[src/rtl/mbs_pkg.sv]
package mbs_pkg;

  localparam int ROW_W = 4;
  localparam int SEL_W = 2;

  localparam logic [ROW_W-1:0] ROW_FAULT = ROW_W'(0);
  localparam logic [ROW_W-1:0] ROW_ONE   = ROW_W'(1);
  localparam logic [ROW_W-1:0] ROW_FIVE  = ROW_W'(5);

  typedef enum logic [SEL_W-1:0] {
    ADDR_BASE = 2'd0,
    ADDR_CONT = 2'd1,
    ADDR_DESC = 2'd2
  } addr_sel_e;

  typedef enum logic [1:0] {
    PH_IDLE  = 2'd0,
    PH_RUN   = 2'd1,
    PH_HOLD  = 2'd2,
    PH_FETCH = 2'd3
  } phase_e;

  typedef struct packed {
    addr_sel_e src;
    addr_sel_e dst;
    logic      fault;
    logic      last;
    logic      wb;
    logic      reload_any;
    logic      list_any;
  } row_info_t;

endpackage

[src/rtl/mbs_row_decode.sv]
module mbs_row_decode
  import mbs_pkg::*;
(
  input  logic      src_list_en,
  input  logic      dst_list_en,
  input  logic      src_reload,
  input  logic      dst_reload,
  input  logic      link_null,
  output row_info_t info
);

  logic             list_s;
  logic             list_d;
  logic [ROW_W-1:0] row;

  // a list enable only counts while a next descriptor exists
  assign list_s = src_list_en & ~link_null;
  assign list_d = dst_list_en & ~link_null;

  always_comb begin
    if (link_null) begin
      case ({dst_reload, src_reload})
        2'b00:   row = ROW_W'(1);
        2'b01:   row = ROW_W'(2);
        2'b10:   row = ROW_W'(3);
        default: row = ROW_W'(4);
      endcase
    end else if (!list_s && !list_d) begin
      row = (src_reload | dst_reload) ? ROW_FAULT : ROW_FIVE;
    end else if (list_s && list_d) begin
      row = ROW_W'(10);
    end else if (list_s) begin
      row = dst_reload ? ROW_W'(9) : ROW_W'(8);
    end else begin
      row = src_reload ? ROW_W'(7) : ROW_W'(6);
    end
  end

  always_comb begin
    info.src        = list_s ? ADDR_DESC : (src_reload ? ADDR_BASE : ADDR_CONT);
    info.dst        = list_d ? ADDR_DESC : (dst_reload ? ADDR_BASE : ADDR_CONT);
    info.fault      = (row == ROW_FAULT);
    info.last       = (row == ROW_ONE) || (row == ROW_FIVE);
    info.wb         = (row == ROW_FIVE);
    info.list_any   = list_s | list_d;
    info.reload_any = (!list_s && src_reload) || (!list_d && dst_reload);
  end

endmodule

[src/rtl/mbs_irq_track.sv]
module mbs_irq_track (
  input  logic clk,
  input  logic rst,
  input  logic active,
  input  logic set_evt,
  input  logic clr,
  input  logic consume,
  output logic irq,
  output logic pend
);

  // interrupt flag: a new block end wins over a clear in the same cycle
  always_ff @(posedge clk) begin
    if (rst) begin
      irq <= 1'b0;
    end else if (set_evt) begin
      irq <= 1'b1;
    end else if (clr) begin
      irq <= 1'b0;
    end
  end

  // remembered acknowledgement, spent when a hold is released
  always_ff @(posedge clk) begin
    if (rst || !active) begin
      pend <= 1'b0;
    end else if (consume) begin
      pend <= 1'b0;
    end else if (clr) begin
      pend <= 1'b1;
    end
  end

  a_r4_irq_holds: assert property (@(posedge clk) disable iff (rst)
    (irq && !clr && !set_evt) |=> irq);

  a_r4_irq_cleared: assert property (@(posedge clk) disable iff (rst)
    (clr && !set_evt) |=> !irq);

  a_r10_ack_kept: assert property (@(posedge clk) disable iff (rst)
    (clr && active && !consume) |=> pend);

endmodule

[src/rtl/mbs_step_fsm.sv]
module mbs_step_fsm
  import mbs_pkg::*;
(
  input  logic      clk,
  input  logic      rst,
  input  logic      chan_go,
  input  logic      blk_end,
  input  logic      desc_ack,
  input  logic      irq_ok,
  input  logic      release_ok,
  input  row_info_t info,
  output phase_e    phase,
  output logic      blk_go,
  output logic      desc_fetch,
  output addr_sel_e src_sel,
  output addr_sel_e dst_sel,
  output logic      xfer_end,
  output logic      status_fetch,
  output logic      cfg_fault,
  output logic      consume,
  output logic      set_evt
);

  logic need_list;

  assign consume = (phase == PH_HOLD) && release_ok;
  assign set_evt = (phase == PH_RUN) && blk_end && irq_ok;

  always_ff @(posedge clk) begin
    if (rst) begin
      phase        <= PH_IDLE;
      blk_go       <= 1'b0;
      desc_fetch   <= 1'b0;
      src_sel      <= ADDR_BASE;
      dst_sel      <= ADDR_BASE;
      xfer_end     <= 1'b0;
      status_fetch <= 1'b0;
      cfg_fault    <= 1'b0;
      need_list    <= 1'b0;
    end else begin
      blk_go       <= 1'b0;
      xfer_end     <= 1'b0;
      status_fetch <= 1'b0;
      cfg_fault    <= 1'b0;
      case (phase)
        PH_IDLE: begin
          if (chan_go) begin
            if (info.fault) begin
              cfg_fault <= 1'b1;
            end else begin
              blk_go  <= 1'b1;
              src_sel <= ADDR_BASE;
              dst_sel <= ADDR_BASE;
              phase   <= PH_RUN;
            end
          end
        end
        PH_RUN: begin
          if (blk_end) begin
            if (info.fault) begin
              cfg_fault <= 1'b1;
              xfer_end  <= 1'b1;
              phase     <= PH_IDLE;
            end else if (info.last) begin
              xfer_end     <= 1'b1;
              status_fetch <= info.wb;
              phase        <= PH_IDLE;
            end else begin
              src_sel   <= info.src;
              dst_sel   <= info.dst;
              need_list <= info.list_any;
              if (info.reload_any && irq_ok) begin
                phase <= PH_HOLD;
              end else if (info.list_any) begin
                desc_fetch <= 1'b1;
                phase      <= PH_FETCH;
              end else begin
                blk_go <= 1'b1;
              end
            end
          end
        end
        PH_HOLD: begin
          if (release_ok) begin
            if (need_list) begin
              desc_fetch <= 1'b1;
              phase      <= PH_FETCH;
            end else begin
              blk_go <= 1'b1;
              phase  <= PH_RUN;
            end
          end
        end
        default: begin
          if (desc_ack) begin
            desc_fetch <= 1'b0;
            blk_go     <= 1'b1;
            phase      <= PH_RUN;
          end
        end
      endcase
    end
  end

  a_r6_hold_blocks: assert property (@(posedge clk) disable iff (rst)
    (phase == PH_HOLD && !release_ok) |=> (!blk_go && !desc_fetch));

  a_r5_fetch_waits: assert property (@(posedge clk) disable iff (rst)
    (desc_fetch && !desc_ack) |=> desc_fetch);

  a_r8_wb_with_end: assert property (@(posedge clk) disable iff (rst)
    status_fetch |-> xfer_end);

  a_r3_fault_quiet: assert property (@(posedge clk) disable iff (rst)
    cfg_fault |-> (!status_fetch && !blk_go));

  a_r8_end_idle: assert property (@(posedge clk) disable iff (rst)
    xfer_end |-> (phase == PH_IDLE));

  a_r1_go_ignored: assert property (@(posedge clk) disable iff (rst)
    (chan_go && phase == PH_HOLD && !release_ok) |=> !blk_go);

endmodule

[src/rtl/mblk_chan_seq.sv]
module mblk_chan_seq
  import mbs_pkg::*;
(
  input  logic             clk,
  input  logic             rst,
  input  logic             chan_go,
  input  logic             src_list_en,
  input  logic             dst_list_en,
  input  logic             src_reload,
  input  logic             dst_reload,
  input  logic             link_null,
  input  logic             blk_end,
  input  logic             desc_ack,
  input  logic             irq_enable,
  input  logic             blk_mask,
  input  logic             blk_ack,
  output logic             blk_go,
  output logic             desc_fetch,
  output logic [SEL_W-1:0] src_sel,
  output logic [SEL_W-1:0] dst_sel,
  output logic             blk_irq,
  output logic             xfer_end,
  output logic             status_fetch,
  output logic             cfg_fault
);

  row_info_t info;
  phase_e    phase;
  addr_sel_e src_e;
  addr_sel_e dst_e;
  logic      irq_ok;
  logic      pend;
  logic      consume;
  logic      set_evt;
  logic      active;

  assign irq_ok  = irq_enable & ~blk_mask;
  assign active  = (phase != PH_IDLE);
  assign src_sel = src_e;
  assign dst_sel = dst_e;

  mbs_row_decode u_decode (
    .src_list_en (src_list_en),
    .dst_list_en (dst_list_en),
    .src_reload  (src_reload),
    .dst_reload  (dst_reload),
    .link_null   (link_null),
    .info        (info)
  );

  mbs_irq_track u_irq (
    .clk     (clk),
    .rst     (rst),
    .active  (active),
    .set_evt (set_evt),
    .clr     (blk_ack),
    .consume (consume),
    .irq     (blk_irq),
    .pend    (pend)
  );

  mbs_step_fsm u_fsm (
    .clk          (clk),
    .rst          (rst),
    .chan_go      (chan_go),
    .blk_end      (blk_end),
    .desc_ack     (desc_ack),
    .irq_ok       (irq_ok),
    .release_ok   (blk_ack | pend),
    .info         (info),
    .phase        (phase),
    .blk_go       (blk_go),
    .desc_fetch   (desc_fetch),
    .src_sel      (src_e),
    .dst_sel      (dst_e),
    .xfer_end     (xfer_end),
    .status_fetch (status_fetch),
    .cfg_fault    (cfg_fault),
    .consume      (consume),
    .set_evt      (set_evt)
  );

  a_r12_reset_quiet: assert property (@(posedge clk)
    rst |=> (!blk_go && !desc_fetch && !blk_irq && !xfer_end && src_sel == 2'd0));

endmodule

[config.mk]
export PLATFORM = sky130hd
export DESIGN_NAME = mblk_chan_seq
export DESIGN_NICKNAME = d
export VERILOG_FILES = /design/src/rtl/mbs_pkg.sv /design/src/rtl/mbs_row_decode.sv /design/src/rtl/mbs_irq_track.sv /design/src/rtl/mbs_step_fsm.sv /design/src/rtl/mblk_chan_seq.sv
export SDC_FILE = /design/constraint.sdc
export NUM_CORES = 1
export LEC_CHECK = 0
export ABC_AREA = 0
export BUFFER_PORTS_ARGS = -buffer_cell sky130_fd_sc_hd__buf_4
export CAP_MARGIN = 25
export CORE_MARGIN = 2
export CORE_UTILIZATION = 54
export CTS_BUF_LIST = sky130_fd_sc_hd__clkbuf_4
export DETAILED_ROUTE_END_ITERATION = 6
export PLACE_DENSITY = 0.8
export SLEW_MARGIN = 5
export SYNTH_ARGS = -nofsm -noshare
export SYNTH_HDL_FRONTEND = slang
export SYNTH_SLANG_ARGS = --single-unit
export TNS_END_PERCENT = 30
[constraint.sdc]
create_clock -name clk -period 2.2 [get_ports clk]
set_clock_uncertainty 0.05 [all_clocks]
set_input_delay 0.44 -clock clk [delete_from_list [all_inputs] [get_ports clk]]
set_output_delay 0.44 -clock clk [all_outputs]
set_load 0.005 [all_outputs]
==> results of run 1 <==
-- what timing repair did --
action | CTS | global route
buffers inserted | 0 | 1
resized for setup | 0 | 1
endpoints found under the setup margin | 0 | 2
-- logic make-up (layout without fill, tap and decap cells) --
family | Yosys count | count (layout)
flops | 14 | 14
fa+ha+maj | 7 | 7
buf+inv | 12 | 41
simple gates | 48 | 48
mux | 8 | 8
compound gates | 23 | 23
-- synthesized netlist by cell type (all sizes together), types with 2 or more instances --
| cell | count | area (µm²) |
|---|---|---|
| o31ai | 2 | 20.02 |
| buf | 3 | 33.78 |
| o311ai | 2 | 35.04 |
| and3 | 3 | 18.77 |
| nand2b | 2 | 12.51 |
| nor2 | 19 | 71.32 |
| nor3b | 3 | 22.52 |
| ha | 7 | 87.58 |
| a21oi | 5 | 25.02 |
| nand3 | 2 | 10.01 |
| mux2i | 7 | 70.07 |
| nor4 | 2 | 12.51 |
| inv | 8 | 30.03 |
| dfxtp | 14 | 280.3 |
| nor3 | 3 | 15.01 |
| a211oi | 2 | 15.01 |
| and2b | 2 | 17.52 |
| o21ai | 4 | 20.02 |
| nand2 | 5 | 18.77 |
-- final cells by class --
class / instances / share of cell area
Clock buffer: 3 / 0.01879
Inverter: 8 / 0.02505
Multi-Input combinational cell: 86 / 0.5084
Sequential cell: 14 / 0.2338
Tap cell: 25 / 0.02610
Timing Repair Buffer: 30 / 0.1879
-- metrics by stage --
stage,util,setup WS (ps),hold slack [ps],TNS [ps],area [µm²]
2_1_floorplan,-,207.2,435.0,0,962.2
3_3_place_gp,0.6813,28.86,430.6,0,1164
3_5_place_dp,0.6813,-55.78,439.1,-187.6,1164
4_1_cts,0.6945,88.58,387.7,0,1186
5_1_grt,0.7018,55.17,387.2,0,1199
6_report,0.7018,160.4,396.5,0,1199
-- final timing paths --
path               startpoint          endpoint  slack, ps  depth (start not counted)
max            u_fsm.phase[1]    u_fsm.phase[1]        160                          7
max reg2reg    u_fsm.phase[1]    u_fsm.phase[1]        160                          7
min                       rst         u_irq.irq        400                          2
min reg2reg  u_fsm.desc_fetch  u_fsm.desc_fetch        450                          2
-- layer usage --
layer,part of all wire,vias to the layer above
met2,0.48,35
met4,0.017,0
met3,0.069,7
li1,-,460
met1,0.43,420
met5,0,-
-- registers in the layout, indices dropped and copies added (netlist names) --
register,count
u_fsm.phase,2
u_fsm.dst_sel,2
u_fsm.blk_go,1
u_irq.irq,1
u_fsm.xfer_end,1
u_irq.pend,1
u_fsm.need_list,1
u_fsm.status_fetch,1
u_fsm.cfg_fault,1
u_fsm.desc_fetch,1
u_fsm.src_sel,2
-- critical path, delay by kind of cell (launching register included) --
family | cells | cell delay, ps
adders and majority gates | 1 | 260
AOI/OAI and AO/OA | 3 | 580
buffers and inverters | 1 | 80
and+or+nand+nor | 2 | 620
DFF | 1 | 360
-- where the power goes --
part	internal (mW)	switching, mW
combinational	0.171	0.181
sequential	0.275	0.0144
clock	0.0634	0.0730
total	0.509	0.268
==> metrics.cfg, run 1 <==
[cells_and_area]
final_cell_mix = 30 x buf_4, 19 x nor2_1, 14 x dfxtp_1
multiInputGateArea_um2 = 609.3
area.sequential_um2 = 280.3
finalNetCount = 163
layout_commonest_cell = buf_4
diodes = 0
final_cells = 166
syn_to_final_growth_pct = 24.58
drive_above_1_share = 0.2695
nFillCells = 148

[die]
die-area_um2 = 2135
placementRows = 15
die_w_um = 46.21
die_h_um = 46.21
ios = 23
initial_core_util = 0.5634
coreArea_um2 = 1708

[synth]
syn-cell-area_um2 = 962.2
yosysSeqAreaShare = 0.2913
synthFlopType = dfxtp_1
syn_avg_cell_area_um2 = 8.591
syn-num-nets = 132
synth-adder-area-share = 0.09103
synth_cell_type_count = 39
synth-compound-area-share = 0.1899
synthSimpleGateAreaFrac = 0.2627
yosysWarnings = 0
synth_xor_area_frac = 0
synth_top_family_by_area = simple AND/OR/NAND/NOR gates
ys_seq_elements = 14
synth_edf_count = 0
synth_mux_area_frac = 0.08453
postSynthCellCount = 112
synth_async_sr_flop_share = 0

[detailed_routing]
num_vias = 922
ant_nets = 0
route.detailed.drc = 0
viasPerCell = 5.554
drtIter0Drc = 36
routed_wirelength_mm = 2.188
firstDrtPassIters = 4
avgRoutedWirePerCell_um = 13.18

[grt]
grtUsageMet1 = 0.2800
grt_pass1_vias = 917
grt_start_max_net_pins = 15
top_usage_layer = met2
antenna_found_initial = 0
met3_usage = 0.06275
grt_util_all_layers = 0.2408
met2_usage = 0.4167
overflow = 0
grt_pass1_wl_mm = 3.712

[status]
status = finished, final reports clean

[critical_path]
cpPeakStageDelay_ps = 370
cp_slowest_cell = or3b_1
path_max_fanout = 6
crit_chain = inv_1, ha_1, and2b_2, a2111oi_2, o31ai_1, or3b_1, o32ai_1
critPathLaunchType = flip-flop
worstPathArrival_ps = 2180
end_kind = flip-flop
crit_required_ps = 2340
critPathKind = reg -> reg

[cts]
cts-root-buf = clkbuf_4
numCtsBuffers = 3
clk_latency_ps = 270
cts_max_level = 1
cts_hold_buffers = 0
clockBufferDepth = 2
cts_sinks = 14
clk_pin_slew_ps = 70
cts_tree = yes

[placed_design]
dp_cells = 162
io_buffers = 22
hpwl_mm = 1.728
place_congestion = 0.8997

[power]
peakVddDrop_mv = 0.5350
p_total_uw = 776.9
powerDensity_nw_per_um2 = 648.2
power_leakage_nw = 0.5355

[timing]
period_share = 0.9271
setup_viol = 0
rsz0062_at_grt = false
finalMaxSlewViolations = 0
slew_headroom = 0.7077
hold_viol_final = 0
period_minus_slack_ps = 2040
max_freq_mhz = 490.3
tightest_slew_ps = 434.8

[worst_hold_path]
hold_class = in -> reg

[run]
maxCapViolCount = 0

Power figures use the tool's default switching activity.
==> run 2: changes to the inputs <==
ABC_AREA = 1   (was 0)
CORE_UTILIZATION = 55   (was 54)
PLACE_DENSITY = 0.87   (was 0.8)
==> metrics.cfg, run 2 <==
[die]
die_w_um = 46.77
coreArea_um2 = 1727
ios = 23
die_h_um = 46.77
die-area_um2 = 2187
placementRows = 15
initial_core_util = 0.5826

[synth]
netlist.top_cell.by_area = dfxtp_1
syn-num-nets = 161
synthTopCellsByArea = dfxtp_1 28%, nand2_1 9.3%, ha_1 8.7%, inv_1 7.1%, nand2_4 6.7%
synth_xor_area_frac = 0
synth.top_cell.area_share = 0.2786
synth-compound-area-share = 0.1219
synth_edf_count = 0
synth_cell_type_count = 30
yosysMostFrequentCell = nand2_1
synth_async_sr_flop_share = 0
synthTopCellsByCount = 25 x nand2_1, 19 x inv_1, 14 x dfxtp_1
syn_avg_cell_area_um2 = 7.135
synth-adder-area-share = 0.08706
synthSimpleGateAreaFrac = 0.4204
synth_top_family_by_area = simple AND/OR/NAND/NOR gates
yosysSeqAreaShare = 0.2786
postSynthCellCount = 141
synthFlopType = dfxtp_1
yosysWarnings = 0
ys_seq_elements = 14
syn-cell-area_um2 = 1006
synth_mux_area_frac = 0

[grt]
grt_pass1_wl_mm = 3.974
antenna_found_initial = 0
grt_util_all_layers = 0.2578
grt_start_max_net_pins = 13
grt_pass1_vias = 977
overflow = 0

[cells_and_area]
layout_commonest_cell = nand2_1
nFillCells = 159
drive_above_1_share = 0.3114
finalNetCount = 188
final_cells = 192
biggestRegsByFlops = u_fsm.dst_sel: 2 flops, u_fsm.phase: 2 flops, u_fsm.src_sel: 2 flops
final_cell_mix = 25 x nand2_1, 23 x buf_4, 19 x inv_1
syn_to_final_growth_pct = 22.39
diodes = 0

[cts]
cts_sinks = 14
post_cts_resized = 0
clk_pin_slew_ps = 80
numCtsBuffers = 3
cts_max_level = 1
postCtsSetupRepairBufs = 0
clockBufferDepth = 2
cts_tree = yes
cts-root-buf = clkbuf_4
clk_latency_ps = 280
cts_hold_buffers = 0

[detailed_routing]
drtIter0Drc = 25
num_vias = 1015
avgRoutedWirePerCell_um = 12.44
ant_nets = 0
firstDrtPassIters = 4
route.detailed.drc = 0
routed_wirelength_mm = 2.388
viasPerCell = 5.286

[critical_path]
end_kind = flip-flop
cp_slowest_cell = o21ai_0
cpMostUsedCell = nand2_1
path_max_fanout = 6
critPathKind = in -> reg
cpPeakStageDelay_ps = 370
worstPathArrival_ps = 1950
crit_required_ps = 2370
crit_chain = buf_4, inv_1, ha_1, o21ai_0, nand2_1, nand2_4, nand2_1, nor2_1, nand3_1, a21oi_1
critPathLaunchType = input port

[placed_design]
io_buffers = 22
hpwl_mm = 2.004
dp_cells = 188
place_congestion = 0.8614

[timing]
max_freq_mhz = 561.7
rsz0062_at_grt = false
period_minus_slack_ps = 1780
finalMaxSlewViolations = 0
hold_viol_final = 0
period_share = 0.8092
setup_viol = 0
setup_tns_ps = 0
tightest_slew_ps = 399.3
slew_headroom = 0.7269

[worst_hold_path]
hold_class = in -> reg

[run]
maxCapViolCount = 0

[power]
peakVddDrop_mv = 0.6676
power_leakage_nw = 0.6069
powerDensity_nw_per_um2 = 1076

[status]
status = finished, final reports clean

[run 2: cell count changes in the layout (fill, tap and decap cells not counted), moves of 3 or more]
cell / change
nand2_4: +6
mux2i_1: -7
nand3_1: +10
nand2_2: +3
nor2_2: +9
and3_1: -3
inv_1: +11
nand2_1: +20
buf_4: -7
o21ai_0: +3
nor2_1: -7
[run 2: worst paths after layout]
| check | start | endpoint | slack, ps | cells after the start |
|---|---|---|---|---|
| worst min-delay path | rst | u_fsm.desc_fetch | 300 | 2 |
| worst max-delay path | src_reload | u_fsm.blk_go | 420 | 10 |
| worst min register to register | u_fsm.desc_fetch | u_fsm.desc_fetch | 420 | 2 |
| worst max register to register | u_fsm.phase[1] | u_fsm.phase[1] | 420 | 11 |
[run 2: final cells by class]
type | instances | area, µm² | share of cell area
clock inverter | 1 | 3.754 | 0.003049
sequential | 14 | 280.3 | 0.2276
multi-input combinational | 103 | 633.1 | 0.5142
clock buffer | 3 | 22.52 | 0.01829
tap | 25 | 31.28 | 0.02541
timing repair buffer | 23 | 172.7 | 0.1402
inverter | 23 | 87.58 | 0.07114
[run 2: stage by stage]
| stage | util | setup WS (ps) | total power, mW | hold slack (ps) | instance area [µm²] |
|---|---|---|---|---|---|
| after floorplan | - | 447.4 | 0.9494 | 399.3 | 1006 |
| after detailed placement | 0.6978 | 148.7 | 1.181 | 404.4 | 1205 |
| after global placement | 0.6978 | 247.0 | 1.129 | 395.9 | 1205 |
| final | 0.7130 | 419.8 | 1.324 | 299.8 | 1231 |
| after global routing | 0.7130 | 227.1 | 1.446 | 292.5 | 1231 |
| after CTS | 0.7130 | 414.3 | 1.331 | 288.4 | 1231 |
[run 2: worst max-delay path, delay by kind of cell]
family / cells / cell delay [ps]
AO/OA/AOI/OAI: 2 / 530
adder cells (fa/ha/maj): 1 / 220
buffers and inverters: 2 / 170
AND/OR/NAND/NOR: 5 / 590
[run 2: kinds of logic after synthesis]
group,after synthesis
simple gates,78
buf+inv,24
compound gates,18
flops,14
fa+ha+maj,7
[run 2: power breakdown]
group / total [mW] / internal [mW] / switching (mW)
registers: 0.369 / 0.323 / 0.0458
clock network: 0.148 / 0.0658 / 0.0818
logic: 0.807 / 0.330 / 0.477
[run 2: layer usage]
metal / vias up / track usage / share of wire
li1: 508 / - / -
met1: 456 / 0.2738 / 0.36
met2: 45 / 0.4740 / 0.55
met3: 6 / 0.08462 / 0.068
met4: 0 / 0.08889 / 0.017
met5: - / 0 / 0
==> run 3: changes to the inputs <==
ABC_AREA = 0   (was 1)
CORE_UTILIZATION = 54   (was 55)
PLACE_DENSITY = 0.86   (was 0.87)
clock period = 1.81 ns   (was 2.2 ns; I/O delays follow)
==> metrics.cfg, run 3 (synthesis results as in run 1) <==
[detailed_routing]
firstDrtPassIters = 4
ant_nets = 0
highest_layer = met4
viasPerCell = 5.729
met3_length_um = 146
routed_wirelength_mm = 3.065
route.detailed.drc = 0
num_vias = 1037
m1WireLength_mm = 1.285
drtIter0Drc = 31
avgRoutedWirePerCell_um = 16.93
wl_met2_mm = 1.555

[grt]
grt_util_all_layers = 0.3139
grt_pass1_vias = 997
grt_start_max_net_pins = 15
antenna_found_initial = 0
overflow = 0
grt_pass1_wl_mm = 4.733

[critical_path]
crit_required_ps = 1950
end_kind = flip-flop
critPathLaunchType = flip-flop
critPathKind = reg -> reg
worstPathArrival_ps = 2110
path_max_fanout = 4

[placed_design]
place_congestion = 0.8814
io_buffers = 22
hpwl_mm = 2.072
dp_cells = 177

[cts]
numCtsBuffers = 3
cts-root-buf = clkbuf_4
clk_latency_ps = 280
cts_hold_buffers = 0
cts_tree = yes
cts_sinks = 14
cts_max_level = 1
clk_pin_slew_ps = 80
clockBufferDepth = 2

[cells_and_area]
final_cell_mix = 45 x buf_4, 18 x nor2_1, 12 x dfxtp_1
final_cells = 181
finalNetCount = 178
diodes = 0
drive_above_1_share = 0.4615
syn_to_final_growth_pct = 49.29
biggestRegsByFlops = u_fsm.dst_sel: 2 flops, u_fsm.phase: 2 flops, u_fsm.src_sel: 2 flops
layout_commonest_cell = buf_4

[die]
initial_core_util = 0.5634
die_h_um = 46.21
die-area_um2 = 2135
coreArea_um2 = 1708
ios = 23
placementRows = 15
die_w_um = 46.21

[power]
p_total_mw = 1.134
power_leakage_nw = 0.6193
powerDensity_nw_per_um2 = 789.7
peakVddDrop_mv = 0.6420

[timing]
period_share = 1.090
max_freq_mhz = 506.6
setup_viol = 3
rsz0062_at_grt = true
hold_viol_final = 0
period_minus_slack_ps = 1974
finalMaxSlewViolations = 0
tightest_slew_ps = 438.2
setup_slack_ps = -163.8
slew_headroom = 0.7061

[run]
maxCapViolCount = 0

[status]
violations = negative setup slack
status = finished with violations

[worst_hold_path]
hold_class = in -> reg

-- run 3: cell count changes in the layout (fill, tap and decap cells not counted), sizes merged, moves of 3 or more --
cell	before	now
mux2i	0	7
nor2	22	19
and3	0	3
inv	21	8
nand3	14	2
nand2	34	5
clkinv	3	0
buf	23	45
-- run 3: area by class of cell --
cell class	instances	area, µm²
well taps	25	31.28
fillers	110	271.5
clock buffers	3	22.52
repair buffers	45	337.8
multi-input cells	86	721.9
inverters	8	37.54
flip-flops and latches	14	285.3
-- run 3: worst paths after layout --
kind                                       start                to  slack, ps  cells after the start
worst min register to register  u_fsm.desc_fetch  u_fsm.desc_fetch        460                      2
worst max-delay path              u_fsm.phase[1]    u_fsm.phase[1]       -160                      7
worst max register to register    u_fsm.phase[1]    u_fsm.phase[1]       -160                      7
worst min-delay path                         rst    u_fsm.phase[0]        310                      2
-- run 3: metrics by stage --
step	hold slack, ps	setup TNS (ps)	setup slack (ps)	cell area [µm²]	utilization
after floorplan	383.6	-1.272	-1.272	1018	-
after global placement	430.2	-1231	-192.1	1333	0.7802
after detailed placement	442.9	-1770	-266.0	1333	0.7802
after CTS	307.5	-151.3	-80.87	1406	0.8234
after global routing	311.0	-704.2	-222.9	1436	0.8410
final	308.3	-285.2	-163.8	1436	0.8410
-- run 3: worst max-delay path, stage by stage (launching register included) --
cell	delay, ps
dfxtp_2	360
inv_4	60
ha_4	170
and2b_2	220
a2111oi_4	360
o31ai_2	190
or3b_1	390
o32ai_2	100
-- run 3: routing by layer --
| layer | vias up | GRT usage |
|---|---|---|
| li1 | 491 | - |
| met1 | 497 | 0.3700 |
| met2 | 41 | 0.5528 |
| met3 | 8 | 0.07059 |
| met4 | 0 | 0.1029 |
| met5 | - | 0 |
-- run 3: timing repair --
item,CTS,global route
resized for setup,9,7
setup endpoints to repair,7,8
buffers inserted,1,0
pin swaps,4,0
-- run 3: power by group --
part	total, mW	leakage, nW	internal (mW)	switching [mW]
logic	0.602	0.491	0.299	0.302
registers	0.361	0.115	0.338	0.0232
clock network	0.171	0.0138	0.0772	0.0941
total	1.13	0.619	0.715	0.420
